==> src/rtl/alu_pkg.sv <==
package alu_pkg;

    localparam int FUNC_W = 6;

    typedef enum logic [FUNC_W-1:0] {
        FN_SHL  = 6'h00,
        FN_SHR  = 6'h02,
        FN_SHRA = 6'h03,
        FN_UPIM = 6'h0F,
        FN_ADDS = 6'h20,
        FN_ADDW = 6'h21,
        FN_SUBS = 6'h22,
        FN_SUBW = 6'h23,
        FN_AND  = 6'h24,
        FN_OR   = 6'h25,
        FN_XOR  = 6'h26,
        FN_NOR  = 6'h27,
        FN_LTS  = 6'h2A,
        FN_LTU  = 6'h2B
    } alu_func_e;

    // Low two bits of the bitwise codes select the combination
    typedef enum logic [1:0] {
        BW_AND = 2'b00,
        BW_OR  = 2'b01,
        BW_XOR = 2'b10,
        BW_NOR = 2'b11
    } bitwise_op_e;

endpackage

==> src/rtl/alu_addsub.sv <==
module alu_addsub #(
    parameter int WIDTH = 32
) (
    input  logic [WIDTH-1:0] a_i,
    input  logic [WIDTH-1:0] b_i,
    input  logic             sub_i,
    output logic [WIDTH-1:0] sum_o,
    output logic             ovf_o,
    output logic             lt_signed_o,
    output logic             lt_unsigned_o
);

    logic [WIDTH-1:0] b_eff;
    logic [WIDTH:0]   wide_sum;

    always_comb begin
        b_eff    = sub_i ? ~b_i : b_i;
        wide_sum = {1'b0, a_i} + {1'b0, b_eff} + {{WIDTH{1'b0}}, sub_i};
        sum_o    = wide_sum[WIDTH-1:0];
        // Same-sign inputs giving an opposite-sign sum means overflow
        ovf_o    = (a_i[WIDTH-1] == b_eff[WIDTH-1]) &&
                   (sum_o[WIDTH-1] != a_i[WIDTH-1]);
        lt_signed_o   = sum_o[WIDTH-1] ^ ovf_o;
        lt_unsigned_o = ~wide_sum[WIDTH];
    end

endmodule

==> src/rtl/alu_bitwise.sv <==
module alu_bitwise
    import alu_pkg::*;
#(
    parameter int WIDTH = 32
) (
    input  logic [WIDTH-1:0] a_i,
    input  logic [WIDTH-1:0] b_i,
    input  bitwise_op_e      op_i,
    output logic [WIDTH-1:0] y_o
);

    always_comb begin
        case (op_i)
            BW_AND:  y_o = a_i & b_i;
            BW_OR:   y_o = a_i | b_i;
            BW_XOR:  y_o = a_i ^ b_i;
            default: y_o = ~(a_i | b_i);
        endcase
    end

endmodule

==> src/rtl/alu_shifter.sv <==
module alu_shifter #(
    parameter int WIDTH   = 32,
    parameter int SHAMT_W = $clog2(WIDTH)
) (
    input  logic [WIDTH-1:0]   d_i,
    input  logic [SHAMT_W-1:0] amt_i,
    input  logic               left_i,
    input  logic               arith_i,
    output logic [WIDTH-1:0]   y_o
);

    logic [WIDTH-1:0] d_rev;
    logic [WIDTH-1:0] stage [SHAMT_W+1];
    logic [WIDTH-1:0] out_rev;
    logic             fill;

    // Left shifts reuse the right shifter on a bit-reversed word
    for (genvar i = 0; i < WIDTH; i++) begin : g_rev
        assign d_rev[i]   = d_i[WIDTH-1-i];
        assign out_rev[i] = stage[SHAMT_W][WIDTH-1-i];
    end

    assign fill     = arith_i & ~left_i & d_i[WIDTH-1];
    assign stage[0] = left_i ? d_rev : d_i;

    for (genvar s = 0; s < SHAMT_W; s++) begin : g_stage
        localparam int STEP = 1 << s;
        assign stage[s+1] = amt_i[s]
            ? {{STEP{fill}}, stage[s][WIDTH-1:STEP]}
            : stage[s];
    end

    assign y_o = left_i ? out_rev : stage[SHAMT_W];

endmodule

==> src/rtl/alu_core.sv <==
module alu_core
    import alu_pkg::*;
#(
    parameter int WIDTH = 32
) (
    input  logic                   clk,
    input  logic                   rst_n,
    input  logic [FUNC_W-1:0]      func_i,
    input  logic [WIDTH-1:0]       opa_i,
    input  logic [WIDTH-1:0]       opb_i,
    input  logic [$clog2(WIDTH)-1:0] shamt_i,
    output logic [WIDTH-1:0]       result_o,
    output logic                   ovf_o
);

    localparam int SHAMT_W = $clog2(WIDTH);
    localparam int IMM_W   = WIDTH / 2;

    typedef struct packed {
        logic [WIDTH-1:0] result;
        logic             ovf;
    } alu_out_t;

    alu_out_t    out_d, out_q;
    alu_func_e   fn;
    logic        sub_en, sh_left, sh_arith;
    bitwise_op_e bw_op;

    logic [WIDTH-1:0] as_sum, bw_y, sh_y;
    logic             as_ovf, as_lts, as_ltu;

    // Operation decode for the shared datapath units
    always_comb begin
        fn       = alu_func_e'(func_i);
        sub_en   = (fn == FN_SUBS) || (fn == FN_SUBW) ||
                   (fn == FN_LTS)  || (fn == FN_LTU);
        sh_left  = (fn == FN_SHL);
        sh_arith = (fn == FN_SHRA);
        bw_op    = bitwise_op_e'(func_i[1:0]);
    end

    alu_addsub #(.WIDTH(WIDTH)) u_addsub (
        .a_i           (opa_i),
        .b_i           (opb_i),
        .sub_i         (sub_en),
        .sum_o         (as_sum),
        .ovf_o         (as_ovf),
        .lt_signed_o   (as_lts),
        .lt_unsigned_o (as_ltu)
    );

    alu_bitwise #(.WIDTH(WIDTH)) u_bitwise (
        .a_i  (opa_i),
        .b_i  (opb_i),
        .op_i (bw_op),
        .y_o  (bw_y)
    );

    alu_shifter #(.WIDTH(WIDTH), .SHAMT_W(SHAMT_W)) u_shifter (
        .d_i     (opa_i),
        .amt_i   (shamt_i),
        .left_i  (sh_left),
        .arith_i (sh_arith),
        .y_o     (sh_y)
    );

    always_comb begin
        out_d = '0;
        case (fn)
            FN_ADDS, FN_SUBS: begin
                out_d.result = as_sum;
                out_d.ovf    = as_ovf;
            end
            FN_ADDW, FN_SUBW:              out_d.result = as_sum;
            FN_AND, FN_OR, FN_XOR, FN_NOR: out_d.result = bw_y;
            FN_LTS: out_d.result = {{(WIDTH-1){1'b0}}, as_lts};
            FN_LTU: out_d.result = {{(WIDTH-1){1'b0}}, as_ltu};
            FN_SHL, FN_SHR, FN_SHRA:       out_d.result = sh_y;
            FN_UPIM: out_d.result = {opb_i[IMM_W-1:0], {IMM_W{1'b0}}};
            default: out_d = '0;
        endcase
    end

    always_ff @(posedge clk) begin
        if (!rst_n) begin
            out_q <= '0;
        end else begin
            out_q <= out_d;
        end
    end

    assign result_o = out_q.result;
    assign ovf_o    = out_q.ovf;

endmodule

==> config.mk <==
export PLATFORM = sky130hd
export DESIGN_NAME = alu_core
export DESIGN_NICKNAME = d
export VERILOG_FILES = /design/src/rtl/alu_pkg.sv /design/src/rtl/alu_addsub.sv /design/src/rtl/alu_bitwise.sv /design/src/rtl/alu_shifter.sv /design/src/rtl/alu_core.sv
export SDC_FILE = /design/constraint.sdc
export NUM_CORES = 1
export LEC_CHECK = 0
export ABC_CLOCK_PERIOD_IN_PS = 6750
export BUFFER_PORTS_ARGS = -buffer_cell sky130_fd_sc_hd__clkbuf_2
export CAP_MARGIN = 15
export CORE_MARGIN = 10
export CORE_UTILIZATION = 43
export DETAILED_ROUTE_END_ITERATION = 6
export GPL_ROUTABILITY_DRIVEN = 0
export MAX_ROUTING_LAYER = met4
export PLACE_DENSITY_LB_ADDON = 0.25
export SLEW_MARGIN = 15
export SYNTH_ARGS = -nofsm -noshare
export SYNTH_HDL_FRONTEND = slang
export SYNTH_SLANG_ARGS = --single-unit
==> constraint.sdc <==
create_clock -name clk -period 6.75 [get_ports clk]
set_input_delay 0.3375 -clock clk [delete_from_list [all_inputs] [get_ports clk]]
set_output_delay 0.3375 -clock clk [all_outputs]
set_load 0.01 [all_outputs]
=== Word-level counts from Yosys, hierarchy flattened ===
Index checks and enable logic that the tools add are counted.

* Bits in read-only memories: 0
* Memories: 0
* Register bits: 33
* Output and inout port bits: 33
* Bits in latches: 0
* Input port bits: 77
* Word-level logic and storage cells: 52
* Memory bits (writable): 0

* Add/subtract/negate cells: 2
* Shifts and indexed selects: 0
* Equal/unequal tests: 17
* Reduce and logical (&&, ||, !) cells: 11
* Divide/modulo/power cells: 0
* $lt $le $gt $ge: 0
* Mux-type cells: 10
* Multipliers: 0
* Bitwise operators: 10

{| class="wikitable"
|+ Operator list
! kind !! count
|-
| 32-bit two-way mux || 8
|-
| 32-bit one-hot mux with 6 select lines || 1
|-
| 32-bit one-hot mux with 3 select lines || 1
|-
| 32-bit NOT || 2
|-
| 6-bit equality test, second input constant || 10
|-
| 32-bit by 32-bit adder with 33-bit output || 1
|-
| 33-bit by 1-bit adder with 33-bit output || 1
|-
| 32-bit bitwise AND || 1
|-
| 32-bit OR || 1
|-
| 32-bit XOR || 1
|-
| 6-bit by 2-bit equality test with 1-bit output, second input constant || 2
|-
| 4-bit OR reduction || 2
|-
| 6-bit by 4-bit equality test with 1-bit output, second input constant || 1
|-
| 6-bit zero test || 1
|-
| 1-bit logical OR || 3
|-
| 3-bit OR reduction || 1
|-
| 1-bit bitwise AND || 2
|-
| 2-bit by 1-bit equality test with 1-bit output, second input constant || 1
|-
| 2-bit equality test, second input constant || 1
|-
| 2-bit zero test || 1
|-
| 1-bit NOT || 2
|-
| 2-bit AND reduction || 1
|-
| 2-bit OR reduction || 1
|-
| 1-bit equality test || 1
|-
| 3 further kinds || 3
|}

=== Logic depth before layout (Yosys ltp) ===
Gate-level depths: netlist of run 1.

* Depth in word-level cells: 11
* Depth in mapped cells: 15
* Mapped depth without buffers: 12

=== Cells and area by module ===
A second synthesis of run 1 with hierarchy kept.

* Cell total of the unflattened synthesis: 1,200
* Area, all modules: 9,384.0 µm²

{| class="wikitable"
|+ By module, submodules not included
! module !! sequential area each (µm²) !! area an instance (µm²) !! times used !! cells each
|-
| alu_shifter || 0.0 || 3,594.7 || 1 || 461
|-
| alu_bitwise || 0.0 || 2,242.2 || 1 || 306
|-
| alu_addsub || 0.0 || 2,084.5 || 1 || 278
|-
| alu_core || 660.6 || 1,462.7 || 1 || 155
|}

=== Worst setup path after synthesis of run 1 ===
Ideal clock, no wire load.

* Path kind: input to register
* From: input port func_i[1]
* To: register out_q (netlist bit result_o[0])
* Stages on the path: 15
* Path buffers: 4
* Arrival time: 3,781 ps
* Data required time: 6,676 ps
* Setup slack: 2,895 ps
* Setup time: 74 ps
* Cells stage by stage: buf_2 > nor4bb_1 > clkbuf_1 > clkbuf_1 > xnor2_1 > ha_1 > clkbuf_1 > and3_1 > and4_1 > a221oi_1 > a21oi_1 > o31ai_1 > a21oi_1 > a311o_1 > a31oi_1

* Word-level cells in the longest chain between the ends: 11
* Elaborated cells on any way between the ends: 43
* Classes of those cells: add/sub: 2; eq/ne: 17; mux: 10; bitwise: 5; reduce/logical: 9

{| class="wikitable"
|+ RTL lines
! element !! RTL line !! RTL
|-
| from (decl) || alu_core.sv:8 || <nowiki>input logic [FUNC_W-1:0] func_i,</nowiki>
|-
| 6-bit equality test or 6-bit zero test (tied branches) || alu_core.sv:35, alu_core.sv:69, alu_core.sv:37 ||
|-
| 1-bit logical OR or 1-bit NOT (tied branches) || alu_core.sv:35, alu_shifter.sv:23 ||
|-
| 1-bit logical OR or 1-bit bitwise AND (tied branches) || alu_core.sv:35, alu_shifter.sv:23 ||
|-
| 1-bit logical OR or 1-bit bitwise AND (tied branches) || alu_core.sv:36, alu_shifter.sv:23 ||
|-
| 32-bit two-way mux (on tied branches) || alu_addsub.sv:17, alu_shifter.sv:29 ||
|-
| 32-bit by 32-bit adder with 33-bit output or 32-bit two-way mux (tied branches) || alu_addsub.sv:18, alu_shifter.sv:29 ||
|-
| 33-bit by 1-bit adder with 33-bit output or 32-bit two-way mux (tied branches) || alu_addsub.sv:18, alu_shifter.sv:29 ||
|-
| 1-bit inequality test or 32-bit two-way mux (tied branches) || alu_addsub.sv:22, alu_shifter.sv:29 ||
|-
| 1-bit logical AND or 32-bit two-way mux (tied branches) || alu_addsub.sv:21, alu_shifter.sv:29 ||
|-
| 1-bit XOR or 32-bit two-way mux (tied branches) || alu_addsub.sv:23, alu_shifter.sv:33 ||
|-
| 32-bit one-hot mux with 6 select lines (*) || alu_core.sv:69 || <nowiki>case (fn)</nowiki>
|-
| to (signal assigned) || alu_core.sv:88 || <nowiki>out_q <= out_d;</nowiki>
|-
| to (decl) || alu_core.sv:24 || <nowiki>alu_out_t out_d, out_q;</nowiki>
|}

Mark *: on every way between the ends. The rest lies on a longest branch, timed or not.
A chain may end at the register's enable or synchronous reset.

=== Worst setup path in the final report of run 1 ===
* From: input port func_i[1]
* To: register out_q (netlist bit result_o[27])

* Word-level cells in the longest chain between the ends: 11
* Elaborated cells on any way between the ends: 38
* Classes of those cells: add/sub: 2; eq/ne: 15; mux: 10; bitwise: 3; reduce/logical: 8

{| class="wikitable"
|+ RTL lines
! element !! RTL line
|-
| branches (longest 10 deep; another with 32-bit by 32-bit adder with 33-bit output) || --
|-
| 32-bit one-hot mux with 6 select lines (*) || alu_core.sv:69
|}

Every way passes the cells marked *.

==> flow_summary_export.csv, run 1 <==
group,metric,value,unit
routing,drc,16,
finish,layout-drive-gt1-share,0.1489,
cts,cts_hold_buf,0,
yosys,synth_warnings,0,
critical_path,cp_common_cell,"mux4_2",
yosys,synth_top_cells_by_area,"ha_1, dfxtp_1, o21ai_0",
finish,area_growth,9.116,%
cts,cts_tree,"built",
pwr,pwr_density_cell,115.6,nW/µm²
yosys,ys_async_sr_fraction,0,
yosys,ys_ff_latch,33,
sta,tns,0,ns
pwr,fin_total_pwr,1.065,mW
sta,worst_slew_pin_slew,1.137,ns
yosys,ys_types,75,
sta,rsz0062_at_grt,"no",
pwr,p_seq_frac,0.186,
floorplan,io_pins,110,
floorplan,chipWidth,160.1,µm
yosys,yosysSeqAreaShare,0.07827,
floorplan,die_y,160.1,µm
pwr,cellInternalPower,0.5707,mW
routing,drt-total-wl,35350,µm
min_path,min_to,"ovf_o$_SDFF_PN0_",
sta,max_slew_margin,0.2419,
critical_path,cp_max_fo,46,
status,violations,"design-rule violations",
yosys,synthTopCellsByCount,"o21ai_0, nand2_1, ha_1, inv_1, a21oi_1",
critical_path,crit_slowest_cell,"nor2_2",
sta,finalHoldViolCount,0,
placement,io_buffers,109,
pwr,peakVddDrop,0.07990,mV
critical_path,crit_chain,"clkbuf_2, buf_4, or2_2, nor2_2, mux4_2, mux4_2, a2111o_1, a21oi_1, o211ai_1",
yosys,synth-edff-count,0,
yosys,yosysTopAreaCellShare,0.1468,
routing,routedWlPerCell,23.98,µm
yosys,synth_most_common_cell,"o21ai_0",
floorplan,core,19400,µm²
routing,detail-route-antenna-nets,0,
global_routing,grt_pass1_wl,53490,µm
min_path,hp-class,"primary input to register",
routing,dr.pass1.iters,7,
cts,ctsResizeCount,0,
placement,dp_hpwl,27580,µm
cts,htreeDepth,2,
routing,drt_iter0_markers,1603,
global_routing,grt_overflow_total,0,
cts,cts_buffer_depth,2,
yosys,syn_area,8441,µm²
pwr,p_leak,4.001,nW
critical_path,cp_num_buf_inv,2,
yosys,syn_inst,1170,
flow_run,cap_violations,0,
sta,setup_viol,0,
cts,cts_sinks,33,
pwr,p_sw,0.4941,mW
pwr,p_sw_frac,0.4641,
pwr,clock_power_share,0.201,
critical_path,crit_arrival,4.08,ns
status,status,"complete, but fails checks",
cts,root_buffer,"clkbuf_16",
yosys,yosys.area.top_type,"ha_1",
finish,diodes,0,
floorplan,initial_utilization,0.4351,
finish,finalNetCount,1385,
yosys,synth.avg_cell_area,7.214,µm²
pwr,pwr-share-comb,0.613,
min_path,min_path_cells,3,
min_path,hp-start,"rst_n",
routing,num_vias,9962,
critical_path,path_delay_family,"simple AND/OR/NAND/NOR gates",
sta,fin_crit_sh,0.5863,
floorplan,num_rows,51,
critical_path,cp-end-kind,"register",
cts,cts_setup_buffers,0,
global_routing,grt_antenna_before_repair,0,
critical_path,cp.required,6.88,ns
yosys,synth_ff_type,"dfxtp_1",
cts,clk_pin_slew,0.05,ns
cts,cts_buffers,5,
global_routing,track_usage,0.2652,
sta,fmax,252.7,MHz
global_routing,grt_pass1_vias,8851,
sta,maxSlewViolCount,0,
critical_path,crit_type,"primary input to register",
yosys,synth_nets,1347,
floorplan,fp.dieArea,25630,µm²
critical_path,crit_path_max_incr_delay,0.76,ns
routing,viasPerCell,6.758,
sta,fin_crit,3.957,ns
critical_path,cp-start-kind,"primary input",
global_routing,grt_max_degree,60,
[tightest hold or removal path, delay by kind of cell]
| kind | cells | cell delay, ns |
|---|---|---|
| buffers and inverters | 1 | 0.10 |
| AND/OR/NAND/NOR | 2 | 0.13 |
[area by class of cell]
| cell class | count | area [µm²] |
|---|---|---|
| Inverter | 101 | 379.1 |
| Fill cell | 2009 | 10190 |
| Tap cell | 265 | 331.6 |
| Clock inverter | 2 | 10.01 |
| Timing Repair Buffer | 119 | 620.6 |
| Clock buffer | 6 | 128.9 |
| Multi-Input combinational cell | 948 | 7079 |
| Sequential cell | 33 | 660.6 |
[cell usage in the layout, fill, tap and decap left out, drive strengths merged, types with 9 or more instances in the layout]
cell / Yosys / final
a211o: 9 / 9
a211oi: 17 / 17
a21o: 23 / 23
a21oi: 72 / 72
a221oi: 18 / 18
a22oi: 18 / 18
a31oi: 46 / 46
a32oi: 14 / 14
and3: 12 / 12
buf: 25 / 11
clkbuf: 63 / 114
dfxtp: 33 / 33
ha: 99 / 99
inv: 100 / 100
mux2i: 36 / 36
mux4: 27 / 27
nand2: 106 / 106
nand3: 26 / 26
nor2: 62 / 62
nor3: 11 / 11
o211ai: 16 / 16
o21ai: 123 / 123
o22ai: 17 / 17
xnor2: 41 / 41
[per-stage QoR]
stage,instance area (µm²),std cells,setup slack (ns),utilization,hold slack [ns]
2_1_floorplan,8441,1170,2.895,-,0.4634
3_3_place_gp,9071,1466,2.571,0.4676,0.6130
3_5_place_dp,9071,1466,2.590,0.4676,0.6224
4_1_cts,9210,1474,2.873,0.4748,0.3395
5_1_grt,9210,1474,2.512,0.4748,0.3710
6_report,9210,1474,2.793,0.4748,0.3484
[power by group through the flow]
stage | Clock, mW | Sequential (mW) | Combinational [mW]
final | 0.214 | 0.198 | 0.653
after global routing | 0.223 | 0.198 | 0.702
after CTS | 0.213 | 0.198 | 0.627
after detailed placement | 0 | 0.202 | 0.623
after global placement | 0 | 0.202 | 0.620
after floorplan | 0 | 0.203 | 0.436
[metal layers]
metal  vias up  GRT usage  part of all wire
met3       136    0.06478              0.13
met1      4551     0.3545              0.41
met5         -          -                 0
li1       4500          -                 -
met4         0     0.1127             0.056
met2       775     0.3709              0.41
[kinds of logic after synthesis]
group / count (synthesis) / synth area share
multiplexers: 66 / 0.1187
XOR/XNOR: 49 / 0.05084
AND/OR/NAND/NOR: 282 / 0.1631
adder cells (fa/ha/maj): 100 / 0.1491
buffers and inverters: 189 / 0.08687
AO/OA/AOI/OAI: 451 / 0.3531
flip-flops: 33 / 0.07827
[worst max path at each step]
stage	startpoint	to	depth (start not counted)
floorplan	func_i[1]	result_o[0]$_SDFF_PN0_	15
detailed placement	func_i[1]	result_o[27]$_SDFF_PN0_	9
global route	func_i[4]	result_o[0]$_SDFF_PN0_	13
CTS	func_i[1]	result_o[27]$_SDFF_PN0_	9
finish	func_i[1]	result_o[27]$_SDFF_PN0_	9
global placement	func_i[1]	result_o[27]$_SDFF_PN0_	9
[registers in the layout, indices dropped and copies added, names as in the netlist]
signal,flops
ovf_o,1
result_o,32
No activity file was read; power rests on OpenSTA's default activity.
==> inputs of run 2 (changes only) <==
--- a/config.mk
+++ b/config.mk
@@ -5,7 +5,7 @@
 export SDC_FILE = /design/constraint.sdc
 export NUM_CORES = 1
 export LEC_CHECK = 0
-export ABC_CLOCK_PERIOD_IN_PS = 6750
+export ABC_CLOCK_PERIOD_IN_PS = 3400
 export BUFFER_PORTS_ARGS = -buffer_cell sky130_fd_sc_hd__clkbuf_2
 export CAP_MARGIN = 15
 export CORE_MARGIN = 10
==> constraint.sdc (replaced) <==
create_clock -name clk -period 3.4 [get_ports clk]
set_input_delay 0.17 -clock clk [delete_from_list [all_inputs] [get_ports clk]]
set_output_delay 0.17 -clock clk [all_outputs]
set_load 0.01 [all_outputs]
==> flow_summary_export.csv, run 2 (synthesis results as in run 1) <==
group,metric,value,unit
cts,cts_hold_buf,0,
global_routing,grt_pass1_vias,9438,
cts,cts_tree,"built",
global_routing,grt_pass1_wl,57330,µm
finish,layout_common_cells,"buf_4, o21ai_0, clkbuf_2",
placement,io_buffers,109,
placement,place_area,10030,µm²
sta,fin_crit_sh,0.9711,
critical_path,crit_slowest_cell,"nor4bb_4",
global_routing,track_usage,0.2862,
cts,cts_buffer_depth,2,
routing,routedWlPerCell,23.66,µm
sta,worst_slew_pin_slew,0.9859,ns
routing,drc,0,
floorplan,io_pins,110,
routing,drt_iter0_markers,1804,
routing,drt-total-wl,37820,µm
flow_run,cap_violations,0,
cts,cts_buffers,5,
cts,clk_pin_slew,0.05,ns
pwr,peakVddDrop,0.1983,mV
critical_path,cp.required,3.52,ns
critical_path,crit_arrival,3.42,ns
finish,largest_reg_flops,32,
finish,layout-drive-gt1-share,0.2311,
sta,setup_viol,0,
floorplan,chipWidth,160.1,µm
sta,fin_crit,3.302,ns
min_path,hp-class,"primary input to register",
routing,dr.pass1.iters,7,
sta,finalHoldViolCount,0,
critical_path,crit_chain,"clkbuf_2, nor4bb_4, buf_12, xnor2_1, inv_1, fa_1, nand3b_1, a21oi_1, o21ai_0, o21bai_2, a31oi_1, xnor2_1, a221oi_1, buf_4, a21oi_1",
finish,finalNetCount,1509,
finish,final_common_cell,"buf_4",
critical_path,cp-end-kind,"register",
sta,maxSlewViolCount,0,
placement,dpl.cell_count,1589,
critical_path,crit_path_max_incr_delay,0.43,ns
floorplan,fp.dieArea,25630,µm²
global_routing,grt_overflow_total,0,
sta,max_slew_margin,0.3427,
sta,tns,0,ns
pwr,fin_total_pwr,2.395,mW
cts,cts_sinks,33,
critical_path,cp_max_fo,22,
sta,fmax,302.9,MHz
cts,root_buffer,"clkbuf_16",
finish,area_growth,21.24,%
routing,viasPerCell,6.579,
sta,holdWs,0.1685,ns
routing,detail-route-antenna-nets,0,
floorplan,num_rows,51,
finish,final_util,0.5275,
critical_path,cp-start-kind,"primary input",
finish,fin_area,10230,µm²
cts,htreeDepth,2,
floorplan,core,19400,µm²
global_routing,grt_antenna_before_repair,0,
routing,num_vias,10510,
critical_path,crit_type,"primary input to register",
finish,diodes,0,
floorplan,die_y,160.1,µm
floorplan,initial_utilization,0.4351,
sta,layout_setup_ws,0.09814,ns
finish,fin_cells,1598,
global_routing,grt_max_degree,78,
status,status,"finished, final reports clean",
pwr,p_leak,4.628,nW
pwr,pwr_density_cell,234.1,nW/µm²
placement,place_ws,-0.1937,ns
placement,dp_hpwl,30600,µm
==> run 2: cell count changes in the layout (fill, tap and decap cells not counted), sizes merged <==
cell,delta
buf,+124
bufinv,+1
clkbuf,+1
clkinv,-2
==> run 2: layer usage <==
| metal | GRT usage | vias to the layer above | share of wire |
|---|---|---|---|
| li1 | - | 4749 | - |
| met1 | 0.3731 | 4782 | 0.40 |
| met2 | 0.4085 | 808 | 0.40 |
| met3 | 0.06427 | 174 | 0.13 |
| met4 | 0.1386 | 0 | 0.069 |
| met5 | - | - | 0 |
==> run 2: worst paths after layout <==
| path | cells past startpoint | endpoint | slack (ns) | startpoint |
|---|---|---|---|---|
| setup / recovery | 15 | result_o[16]$_SDFF_PN0_ | 0.1 | func_i[4] |
| hold / removal | 3 | ovf_o$_SDFF_PN0_ | 0.17 | rst_n |
==> run 2: report_power, final <==
part | total, mW | internal, mW | switching [mW]
Sequential | 0.394 | 0.392 | 0.00159
Clock | 0.520 | 0.365 | 0.154
Combinational | 1.48 | 0.608 | 0.874
Total | 2.40 | 1.37 | 1.03
==> run 2: area by class of cell <==
type,count,area [µm²]
multi-input cells,948,7101
flip-flops and latches,33,660.6
well taps,265,331.6
clock buffers,7,142.6
repair buffers,243,1589
inverters,101,379.1
clock inverters,1,30.03
fillers,1972,9165
==> run 2: timing repair <==
action / CTS / global route
setup buffers: 0 / 1
endpoints found under the setup margin: 0 / 14
gates resized for setup: 0 / 4
==> run 2: worst max-delay path, delay by kind of cell <==
kind            cells  cell delay, ns
compound gates      6            1.24
xor+xnor            2            0.34
buf+inv             4            0.64
fa+ha+maj           1            0.39
simple gates        2            0.62
==> inputs of run 3 (changes only) <==
--- a/config.mk
+++ b/config.mk
@@ -8,12 +8,15 @@
 export ABC_CLOCK_PERIOD_IN_PS = 3400
 export BUFFER_PORTS_ARGS = -buffer_cell sky130_fd_sc_hd__clkbuf_2
 export CAP_MARGIN = 15
+export CELL_PAD_IN_SITES_DETAIL_PLACEMENT = 1
+export CELL_PAD_IN_SITES_GLOBAL_PLACEMENT = 1
 export CORE_MARGIN = 10
-export CORE_UTILIZATION = 43
+export CORE_UTILIZATION = 40
 export DETAILED_ROUTE_END_ITERATION = 6
 export GPL_ROUTABILITY_DRIVEN = 0
 export MAX_ROUTING_LAYER = met4
 export PLACE_DENSITY_LB_ADDON = 0.25
+export SKIP_CTS_REPAIR_TIMING = 1
 export SLEW_MARGIN = 15
 export SYNTH_ARGS = -nofsm -noshare
 export SYNTH_HDL_FRONTEND = slang
==> flow_summary_export.csv, run 3 (synthesis results as in run 1) <==
group,metric,value,unit
floorplan,initial_utilization,0.4041,
cts,root_buffer,"clkbuf_16",
pwr,pwr_density_cell,229.9,nW/µm²
critical_path,crit_arrival,3.47,ns
floorplan,fp.dieArea,27310,µm²
global_routing,grt_max_degree,59,
pwr,p_leak,4.827,nW
floorplan,num_rows,53,
cts,cts_tree,"built",
sta,rsz0062_at_grt,"yes",
sta,fmax,300.9,MHz
critical_path,cp-end-kind,"register",
critical_path,cp-start-kind,"primary input",
finish,final_util,0.5054,
sta,max_slew_margin,0.3651,
global_routing,grt_antenna_before_repair,0,
finish,final_common_cell,"buf_4",
floorplan,die_y,165.3,µm
placement,io_buffers,109,
cts,cts_sinks,33,
routing,dr.pass1.iters,6,
min_path,hp-class,"primary input to register",
finish,layout-drive-gt1-share,0.2576,
status,status,"finished, final reports clean",
finish,fin_cells,1649,
critical_path,crit_type,"primary input to register",
sta,fin_crit_sh,0.9775,
placement,dpl.cell_count,1638,
global_routing,grt_pass1_wl,64400,µm
critical_path,crit_chain,"clkbuf_2, nor4bb_4, buf_6, buf_4, xnor2_1, ha_1, a21oi_1, o21ai_0, a2bb2oi_1, nor2_1, a2111oi_1, buf_4, a21oi_1, o21ai_0, a31oi_1",
floorplan,chipWidth,165.3,µm
finish,area_growth,25.08,%
cts,cts_buffer_depth,2,
critical_path,crit_path_max_incr_delay,0.44,ns
sta,worst_slew_pin_slew,0.9524,ns
placement,place_ws,-0.2103,ns
routing,detail-route-antenna-nets,0,
finish,finalNetCount,1550,
critical_path,cp_max_fo,12,
cts,htreeDepth,2,
cts,cts_buffers,5,
flow_run,cap_violations,0,
floorplan,core,20890,µm²
routing,num_vias,10820,
cts,clk_pin_slew,0.06,ns
routing,viasPerCell,6.562,
sta,finalHoldViolCount,0,
placement,place_area,10340,µm²
sta,holdWs,0.1634,ns
critical_path,path_delay_family,"compound AO/OA/AOI/OAI gates",
finish,largest_reg_flops,32,
floorplan,io_pins,110,
finish,fin_area,10560,µm²
critical_path,crit_slowest_cell,"a2111oi_1",
finish,fillers,2717,
routing,routedWlPerCell,25.96,µm
critical_path,cp.required,3.54,ns
global_routing,grt_overflow_total,0,
routing,drt-total-wl,42810,µm
routing,drc,0,
sta,maxSlewViolCount,0,
finish,layout_common_cells,"buf_4, o21ai_0, clkbuf_2",
global_routing,track_usage,0.3122,
sta,setup_viol,0,
placement,dp_hpwl,34890,µm
global_routing,grt_pass1_vias,10620,
sta,layout_setup_ws,0.07662,ns
routing,drt_iter0_markers,1293,
sta,fin_crit,3.323,ns
critical_path,cp_num_buf_inv,4,
pwr,peakVddDrop,0.1747,mV
finish,diodes,0,
-- run 3: layer usage --
metal  track usage  share of wire  up-vias  wire length, µm
li1              -              -     4824                -
met1        0.3983           0.40     5204            17290
met2        0.4836           0.45      676            19130
met3       0.04115          0.096      117             4120
met4        0.1401          0.053        0             2261
met5             -              0        -                0
-- run 3: worst paths after layout --
check / to / start / depth (start not counted)
setup / recovery: result_o[29]$_SDFF_PN0_ / func_i[1] / 15
hold / removal: ovf_o$_SDFF_PN0_ / rst_n / 3
-- run 3: area by class of cell --
class / count / area, µm² / area share
Timing Repair Buffer: 284 / 1904 / 0.1804
Sequential cell: 33 / 660.6 / 0.06257
Tap cell: 275 / 344.1 / 0.03259
Clock inverter: 3 / 17.52 / 0.001659
Inverter: 101 / 379.1 / 0.03591
Clock buffer: 5 / 125.1 / 0.01185
Multi-Input combinational cell: 948 / 7127 / 0.6750
-- run 3: report_power, final --
part | internal, mW | leakage, nW | switching, mW
registers | 0.392 | 0.266 | 0.00164
logic | 0.660 | 4.49 | 0.942
clock network | 0.268 | 0.0696 | 0.164
-- run 3: metrics by stage --
step	power, mW	TNS, ns
3_5_place_dp	1.928	-1.683
2_1_floorplan	1.269	0
3_3_place_gp	1.879	-0.3735
6_report	2.427	0
4_1_cts	2.358	0
5_1_grt	2.554	-0.2010
